==> src/rtl/dma_ctrl_pkg.sv <==
package dma_ctrl_pkg;

  typedef enum logic [2:0] {
    OFS_CMD_STAT = 3'd0,
    OFS_SWREQ    = 3'd1,
    OFS_MASK_ONE = 3'd2,
    OFS_MODE     = 3'd3,
    OFS_FF_CLR   = 3'd4,
    OFS_MCLR     = 3'd5,
    OFS_MASK_CLR = 3'd6,
    OFS_MASK_ALL = 3'd7
  } ctrl_ofs_e;

  typedef struct packed {
    logic cmd_we;
    logic swreq_we;
    logic mask_one_we;
    logic mode_we;
    logic ff_clr;
    logic mclr;
    logic mask_clr_we;
    logic mask_all_we;
    logic rd_status;
    logic rd_mask;
  } ctrl_strobe_t;

  localparam int unsigned DATA_W   = 8;
  localparam int unsigned CH_SEL_W = 2;
  // Only this command bit is supported; any other set bit rejects the write
  localparam logic [DATA_W-1:0] CMD_LEGAL_BITS = 8'h04;

endpackage

==> src/rtl/dma_ctrl_decode.sv <==
module dma_ctrl_decode
  import dma_ctrl_pkg::*;
(
  input  logic         wr_en_i,
  input  logic         rd_en_i,
  input  logic [2:0]   ofs_i,
  output ctrl_strobe_t strobe_o
);

  always_comb begin
    strobe_o = '0;
    if (wr_en_i) begin
      unique case (ctrl_ofs_e'(ofs_i))
        OFS_CMD_STAT: strobe_o.cmd_we      = 1'b1;
        OFS_SWREQ:    strobe_o.swreq_we    = 1'b1;
        OFS_MASK_ONE: strobe_o.mask_one_we = 1'b1;
        OFS_MODE:     strobe_o.mode_we     = 1'b1;
        OFS_FF_CLR:   strobe_o.ff_clr      = 1'b1;
        OFS_MCLR:     strobe_o.mclr        = 1'b1;
        OFS_MASK_CLR: strobe_o.mask_clr_we = 1'b1;
        OFS_MASK_ALL: strobe_o.mask_all_we = 1'b1;
        default: ;
      endcase
    end
    if (rd_en_i) begin
      strobe_o.rd_status = (ctrl_ofs_e'(ofs_i) == OFS_CMD_STAT);
      strobe_o.rd_mask   = (ctrl_ofs_e'(ofs_i) == OFS_MASK_ALL);
    end
  end

endmodule

==> src/rtl/dma_ctrl_status.sv <==
module dma_ctrl_status
  import dma_ctrl_pkg::*;
#(
  parameter int unsigned NUM_CH = 4
) (
  input  logic                clk_i,
  input  logic                rst_ni,
  input  logic                rd_status_i,
  input  logic                swreq_we_i,
  input  logic                mclr_i,
  input  logic [CH_SEL_W-1:0] sel_ch_i,
  input  logic                req_set_i,
  input  logic [NUM_CH-1:0]   tc_i,
  input  logic [NUM_CH-1:0]   dreq_i,
  output logic [NUM_CH-1:0]   tc_o,
  output logic [NUM_CH-1:0]   req_o
);

  logic [NUM_CH-1:0] tc_q, tc_d, req_q, req_d, dreq_q;
  logic [NUM_CH-1:0] rise, fall;

  assign rise = dreq_i & ~dreq_q;
  assign fall = ~dreq_i & dreq_q;

  always_comb begin
    tc_d  = tc_q;
    req_d = req_q;
    if (rd_status_i) tc_d = '0;
    if (swreq_we_i) begin
      for (int i = 0; i < NUM_CH; i++) begin
        if (sel_ch_i == CH_SEL_W'(i)) begin
          req_d[i] = req_set_i;
          tc_d[i]  = 1'b0;
        end
      end
    end
    tc_d  = tc_d | tc_i;
    // device edges win over software requests
    req_d = (req_d | rise) & ~fall;
    if (mclr_i) begin
      tc_d  = '0;
      req_d = '0;
    end
  end

  always_ff @(posedge clk_i or negedge rst_ni) begin
    if (!rst_ni) begin
      tc_q   <= '0;
      req_q  <= '0;
      dreq_q <= '0;
    end else begin
      tc_q   <= tc_d;
      req_q  <= req_d;
      dreq_q <= dreq_i;
    end
  end

  assign tc_o  = tc_q;
  assign req_o = req_q;

  AST_RD_CLEARS_TC: assert property (@(posedge clk_i) disable iff (!rst_ni)
    rd_status_i && !swreq_we_i && (tc_i == '0) |=> (tc_q == '0));

  AST_MCLR_STATUS: assert property (@(posedge clk_i) disable iff (!rst_ni)
    mclr_i |=> (tc_q == '0) && (req_q == '0));

  for (genvar g = 0; g < NUM_CH; g++) begin : g_chk
    AST_DREQ_RISE: assert property (@(posedge clk_i) disable iff (!rst_ni)
      dreq_i[g] && !dreq_q[g] && !mclr_i |=> req_q[g]);
    AST_DREQ_FALL: assert property (@(posedge clk_i) disable iff (!rst_ni)
      !dreq_i[g] && dreq_q[g] |=> !req_q[g]);
    AST_TC_SET: assert property (@(posedge clk_i) disable iff (!rst_ni)
      tc_i[g] && !mclr_i |=> tc_q[g]);
  end

endmodule

==> src/rtl/dma_ctrl_cfg.sv <==
module dma_ctrl_cfg
  import dma_ctrl_pkg::*;
#(
  parameter int unsigned NUM_CH = 4
) (
  input  logic                     clk_i,
  input  logic                     rst_ni,
  input  logic                     cmd_we_i,
  input  logic                     mask_one_we_i,
  input  logic                     mode_we_i,
  input  logic                     mclr_i,
  input  logic                     mask_clr_we_i,
  input  logic                     mask_all_we_i,
  input  logic [DATA_W-1:0]        wdata_i,
  output logic [DATA_W-1:0]        command_o,
  output logic [NUM_CH-1:0]        mask_o,
  output logic [DATA_W*NUM_CH-1:0] mode_o
);

  logic [DATA_W-1:0]   cmd_q;
  logic [NUM_CH-1:0]   mask_q;
  logic [CH_SEL_W-1:0] sel_ch;
  logic                cmd_ok;

  assign sel_ch = wdata_i[CH_SEL_W-1:0];
  assign cmd_ok = (wdata_i & ~CMD_LEGAL_BITS) == '0;

  always_ff @(posedge clk_i or negedge rst_ni) begin
    if (!rst_ni)                 cmd_q <= '0;
    else if (mclr_i)             cmd_q <= '0;
    else if (cmd_we_i && cmd_ok) cmd_q <= wdata_i;
  end

  always_ff @(posedge clk_i or negedge rst_ni) begin
    if (!rst_ni)            mask_q <= '1;
    else if (mclr_i)        mask_q <= '1;
    else if (mask_clr_we_i) mask_q <= '0;
    else if (mask_all_we_i) mask_q <= wdata_i[NUM_CH-1:0];
    else if (mask_one_we_i) begin
      for (int i = 0; i < NUM_CH; i++)
        if (sel_ch == CH_SEL_W'(i)) mask_q[i] <= wdata_i[2];
    end
  end

  for (genvar g = 0; g < NUM_CH; g++) begin : g_mode
    logic [DATA_W-1:0] mode_q;
    always_ff @(posedge clk_i or negedge rst_ni) begin
      if (!rst_ni)                                       mode_q <= '0;
      else if (mode_we_i && sel_ch == CH_SEL_W'(g)) mode_q <= wdata_i;
    end
    assign mode_o[g*DATA_W +: DATA_W] = mode_q;

    AST_MODE_WRITE: assert property (@(posedge clk_i) disable iff (!rst_ni)
      mode_we_i && sel_ch == CH_SEL_W'(g) |=> mode_q == $past(wdata_i));
    AST_MASK_SINGLE: assert property (@(posedge clk_i) disable iff (!rst_ni)
      mask_one_we_i && !mclr_i && !mask_clr_we_i && !mask_all_we_i && sel_ch == CH_SEL_W'(g)
      |=> mask_q[g] == $past(wdata_i[2]));
  end

  assign command_o = cmd_q;
  assign mask_o    = mask_q;

  AST_CMD_LEGAL: assert property (@(posedge clk_i) disable iff (!rst_ni)
    (cmd_q == '0) || (cmd_q == CMD_LEGAL_BITS));
  AST_CMD_REJECT: assert property (@(posedge clk_i) disable iff (!rst_ni)
    cmd_we_i && !mclr_i && (wdata_i & ~CMD_LEGAL_BITS) != '0 |=> $stable(cmd_q));
  AST_MCLR_CFG: assert property (@(posedge clk_i) disable iff (!rst_ni)
    mclr_i |=> (mask_q == '1) && (cmd_q == '0));
  AST_MASK_CLR: assert property (@(posedge clk_i) disable iff (!rst_ni)
    mask_clr_we_i && !mclr_i |=> (mask_q == '0));

endmodule

==> src/rtl/dma_ctrl_regs.sv <==
module dma_ctrl_regs
  import dma_ctrl_pkg::*;
#(
  parameter int unsigned NUM_CH = 4
) (
  input  logic                     clk_i,
  input  logic                     rst_ni,
  input  logic                     wr_en_i,
  input  logic                     rd_en_i,
  input  logic [2:0]               ofs_i,
  input  logic [DATA_W-1:0]        wdata_i,
  output logic [DATA_W-1:0]        rdata_o,
  input  logic [NUM_CH-1:0]        dreq_i,
  input  logic [NUM_CH-1:0]        tc_i,
  output logic [DATA_W-1:0]        command_o,
  output logic [NUM_CH-1:0]        mask_o,
  output logic [DATA_W*NUM_CH-1:0] mode_o,
  output logic                     ff_clear_o
);

  localparam int unsigned STAT_W = 2 * NUM_CH;

  ctrl_strobe_t      strobe;
  logic [NUM_CH-1:0] tc, req;
  logic [STAT_W-1:0] status;

  dma_ctrl_decode u_decode (
    .wr_en_i  (wr_en_i),
    .rd_en_i  (rd_en_i),
    .ofs_i    (ofs_i),
    .strobe_o (strobe)
  );

  dma_ctrl_status #(.NUM_CH(NUM_CH)) u_status (
    .clk_i       (clk_i),
    .rst_ni      (rst_ni),
    .rd_status_i (strobe.rd_status),
    .swreq_we_i  (strobe.swreq_we),
    .mclr_i      (strobe.mclr),
    .sel_ch_i    (wdata_i[CH_SEL_W-1:0]),
    .req_set_i   (wdata_i[2]),
    .tc_i        (tc_i),
    .dreq_i      (dreq_i),
    .tc_o        (tc),
    .req_o       (req)
  );

  dma_ctrl_cfg #(.NUM_CH(NUM_CH)) u_cfg (
    .clk_i         (clk_i),
    .rst_ni        (rst_ni),
    .cmd_we_i      (strobe.cmd_we),
    .mask_one_we_i (strobe.mask_one_we),
    .mode_we_i     (strobe.mode_we),
    .mclr_i        (strobe.mclr),
    .mask_clr_we_i (strobe.mask_clr_we),
    .mask_all_we_i (strobe.mask_all_we),
    .wdata_i       (wdata_i),
    .command_o     (command_o),
    .mask_o        (mask_o),
    .mode_o        (mode_o)
  );

  assign status     = {req, tc};
  assign ff_clear_o = strobe.ff_clr | strobe.mclr;

  always_comb begin
    rdata_o = '0;
    if (strobe.rd_status)    rdata_o = DATA_W'(status);
    else if (strobe.rd_mask) rdata_o = DATA_W'(mask_o);
  end

  AST_FF_ONLY_ON_WRITE: assert property (@(posedge clk_i) disable iff (!rst_ni)
    ff_clear_o |-> wr_en_i);
  AST_RDATA_IDLE: assert property (@(posedge clk_i) disable iff (!rst_ni)
    !rd_en_i |-> (rdata_o == '0));

endmodule

==> config.mk <==
export PLATFORM = sky130hd
export DESIGN_NAME = dma_ctrl_regs
export DESIGN_NICKNAME = d
export VERILOG_FILES = /design/src/rtl/dma_ctrl_pkg.sv /design/src/rtl/dma_ctrl_decode.sv /design/src/rtl/dma_ctrl_status.sv /design/src/rtl/dma_ctrl_cfg.sv /design/src/rtl/dma_ctrl_regs.sv
export SDC_FILE = /design/constraint.sdc
export NUM_CORES = 1
export LEC_CHECK = 0
export ABC_AREA = 1
export BUFFER_PORTS_ARGS = -buffer_cell sky130_fd_sc_hd__buf_2
export CORE_UTILIZATION = 45
export CTS_BUF_LIST = sky130_fd_sc_hd__clkbuf_4
export CTS_CLUSTER_SIZE = 24
export DETAILED_ROUTE_END_ITERATION = 7
export PLACE_DENSITY = 0.74
export SYNTH_ARGS = -nofsm -noshare
export SYNTH_HDL_FRONTEND = slang
export SYNTH_SLANG_ARGS = --single-unit
==> constraint.sdc <==
create_clock -name clk_i -period 1.7 [get_ports clk_i]
set_clock_uncertainty 0.15 [all_clocks]
set_input_delay 0.17 -clock clk_i [delete_from_list [all_inputs] [get_ports clk_i]]
set_output_delay 0.17 -clock clk_i [all_outputs]
set_load 0.02 [all_outputs]
==> key figures <==
Synth
  • Number of distinct library cells after synthesis: 20
  • Syn_area_per_cell: about 8.4 um^2
  • Register area share after synthesis: a little over half
  • Ys Warns: 0
  • Net Count, Synth: 333
  • Post-Syn Area: 0.002590 mm^2
  • #FFs+latches synth: 56
  • Gate Count Post-Synth: just over 300

Drt
  • Post-route ant nets: 0
  • Post-route DRC violation count: 0
  • Routed vias: 2,230
  • DR vias/cell: approximately 4.6
  • Initial DRC Count: 157
  • Final WL: 5663 um
  • Wire per inst: 11.80 um
  • DRT Pass-1 Iters: 4

Floorplan
  • Starting density of the core: 46.75%
  • Die Height: 77.87 um
  • # IOs: 76
  • Die X: 77.87 um
  • Core area: 0.005540 mm^2
  • Die area: 0.006063 mm^2
  • Rows: 27

Finish
  • Fill cells: roughly 550
  • Leading cell type in the layout, fill and taps excluded: nand2_1
  • Layout cells sized above 1: 30.64%
  • Diode count: 0
  • Most frequent cells in the layout: nand2_1, buf_2, inv_1, dfrtp_1, nor2_1
  • Layout net count: 430
  • Area delta synth->final: 26.72%
  • Post-Layout Inst Area: 0.003282 mm^2

Placement
  • Dpl cell area: between 0.003 and 0.004 mm^2
  • PortBufs: 75
  • Worst slack, placed: 0.2229 ns
  • Final HPWL DP: between 4000 and 5000 um
  • Routability cong.: approximately 0.85

Worst setup path
  • Max stage delay on crit path: 0.58 ns
  • Worst Reg2Reg Path Length in Cells: 4
  • Max Fanout on Critical Path: 3
  • Worst Setup End Kind: output pin
  • Slowest CP cell: dfstp_2
  • Reg-to-Reg Start: u_status.dreq_q[1]
  • Crit path launch type: flop
  • Flop-to-flop setup slack: between 0.6 and 0.7 ns
  • FF-to-FF End: u_status.req_o[1]
  • Worst setup path class: flop to output pin
  • Worst Path Arrival: 1.34 ns
  • Required time worst endpoint: around 1.4 ns
  • Crit-path cells: inv_1 > o22ai_1 > buf_4

Timing
  • Slew headroom: 72.37%
  • Fin. max-slew vios: 0
  • Setup violators final: 0
  • Setup ws final: between 0.03 and 0.04 ns
  • Fmax: 0.6008 GHz
  • Tcrit/Tclk final: 97.90%
  • Setup tns final: 0 ns
  • Least-Margin Pin Slew: just over 0.4 ns
  • Crit path time final: 1.664 ns
  • Final Hold Viols: 0

Worst hold path
  • Min-Delay Endpoint: u_cfg.mask_o[1]
  • HP Start: wdata_i[1]
  • Worst min path class: primary input to flop
  • Worst hold path cell count: 5

Power
  • Max VDD drop: 0.0003771 V
  • Leakage Power: 1.891 nW
  • Pwr dens: 914.5 mW/mm^2
  • Final Total Pwr: 3.001 mW

GRT
  • First-pass GRT wire length: 9356 um
  • All-Layer GR Usage: around 20%
  • Number of global-route vias before repair: 2,057
  • Largest net degree at the start of global routing: 41
  • Grt total ovfl: 0
  • Initial antenna violation count: 0

Clock network
  • CTS buffer count: 5
  • CTS sink count: 56
  • Bufs on Longest Clock Path: 2
  • Root Driver: clkbuf_4
  • Clk_lat worst skew: 0.37 ns
  • Reg clk slew, reported paths: roughly 0.15 ns
  • H-tree Lvls: 2
  • CTS tree: built

Job
  • # Max-Cap Violations: 0

Outcome
  • Outcome: finished, final reports clean
==> synth_stat cells <==
library cell  instances  area share (%)
nand4_1               4            0.97
a21boi_0              1            0.29
inv_1                58             8.4
nand2_2               5             1.2
nor3_1                1            0.19
o21ai_0               8             1.5
nor2_1               28             4.1
dfstp_2               4             4.1
buf_2                 2            0.39
o22ai_1               4            0.97
a21oi_1               4            0.77
nand2_1              84              12
dfrtp_1              52              50
o21ai_2              20             6.8
or2_2                 4            0.97
nor2_4                1            0.43
buf_6                 2            0.87
buf_4                 3            0.87
nand3_1              21             4.1
o21ai_1               4            0.77
==> metal layers <==
| metal | GRT usage [%] | vias up | wire (um) |
|---|---|---|---|
| met2 | 32.12 | 67 | 2729 |
| met5 | 0 | - | 0 |
| met1 | 26.57 | 1011 | 2530 |
| met4 | 7.358 | 0 | 92 |
| li1 | - | 1142 | - |
| met3 | 3.882 | 10 | 311 |
==> worst max-delay path by stage <==
| stage | end | cells after the start | startpoint |
|---|---|---|---|
| 2_1_floorplan | rdata_o[0] | 5 | ofs_i[0] |
| 3_3_place_gp | rdata_o[3] | 6 | ofs_i[0] |
| 3_5_place_dp | rdata_o[3] | 6 | ofs_i[0] |
| 4_1_cts | rdata_o[3] | 3 | u_cfg.mask_o[3] |
| 5_1_grt | rdata_o[1] | 3 | u_cfg.mask_o[1] |
| 6_report | rdata_o[1] | 3 | u_cfg.mask_o[1] |
==> state kept, by name, summed over array words and instances (netlist names) <==
| register | flops |
|---|---|
| u_cfg.command_o | 8 |
| u_cfg.g_mode.mode_q | 32 |
| u_cfg.mask_o | 4 |
| u_status.req_o | 4 |
| u_status.tc_o | 4 |
| u_status.dreq_q | 4 |
==> worst max-delay path, delay by kind of cell, from the launching register on <==
| family | cells | cell delay [ns] |
|---|---|---|
| flops | 1 | 0.58 |
| buf+inv | 2 | 0.21 |
| compound gates | 1 | 0.18 |
==> cell families after synthesis <==
kind of cell | after synthesis | share of synthesized area [%]
DFF | 56 | 54.30
AOI/OAI and AO/OA | 41 | 11.11
buffers and inverters | 65 | 10.53
and+or+nand+nor | 148 | 24.06
==> report_power, final <==
part           total, mW  internal (mW)  switching, mW
Clock              0.577          0.165          0.412
Sequential          1.62           1.52         0.0963
Combinational      0.808          0.301          0.507
Total               3.00           1.99           1.02
==> cell type report <==
type | instances | area, um^2 | share of cell area (%)
Clock buffer | 5 | 37.54 | 1.144
Clock inverter | 3 | 21.27 | 0.6481
Inverter | 58 | 217.7 | 6.634
Multi-Input combinational cell | 189 | 910.9 | 27.75
Sequential cell | 56 | 1406 | 42.85
Tap cell | 72 | 90.09 | 2.745
Timing Repair Buffer | 97 | 598.1 | 18.22
==> per-stage QoR <==
stage / std cells / util [%] / hold slack, ns
detailed placement: 457 / 55.33 / -0.02608
finish: 480 / 59.24 / 0.03157
floorplan: 310 / - / -0.2756
CTS: 479 / 58.92 / 0.01330
global placement: 457 / 55.33 / -0.03069
global route: 480 / 59.24 / 0.03020
==> timing repair <==
action | CTS | global route
setup endpoints to repair | 0 | 4
resized for setup | 0 | 4
buffers inserted | 0 | 1
hold buffers | 14 | 0
endpoints found under the hold margin | 69 | 0
No activity file was read; power rests on OpenSTA's default activity.
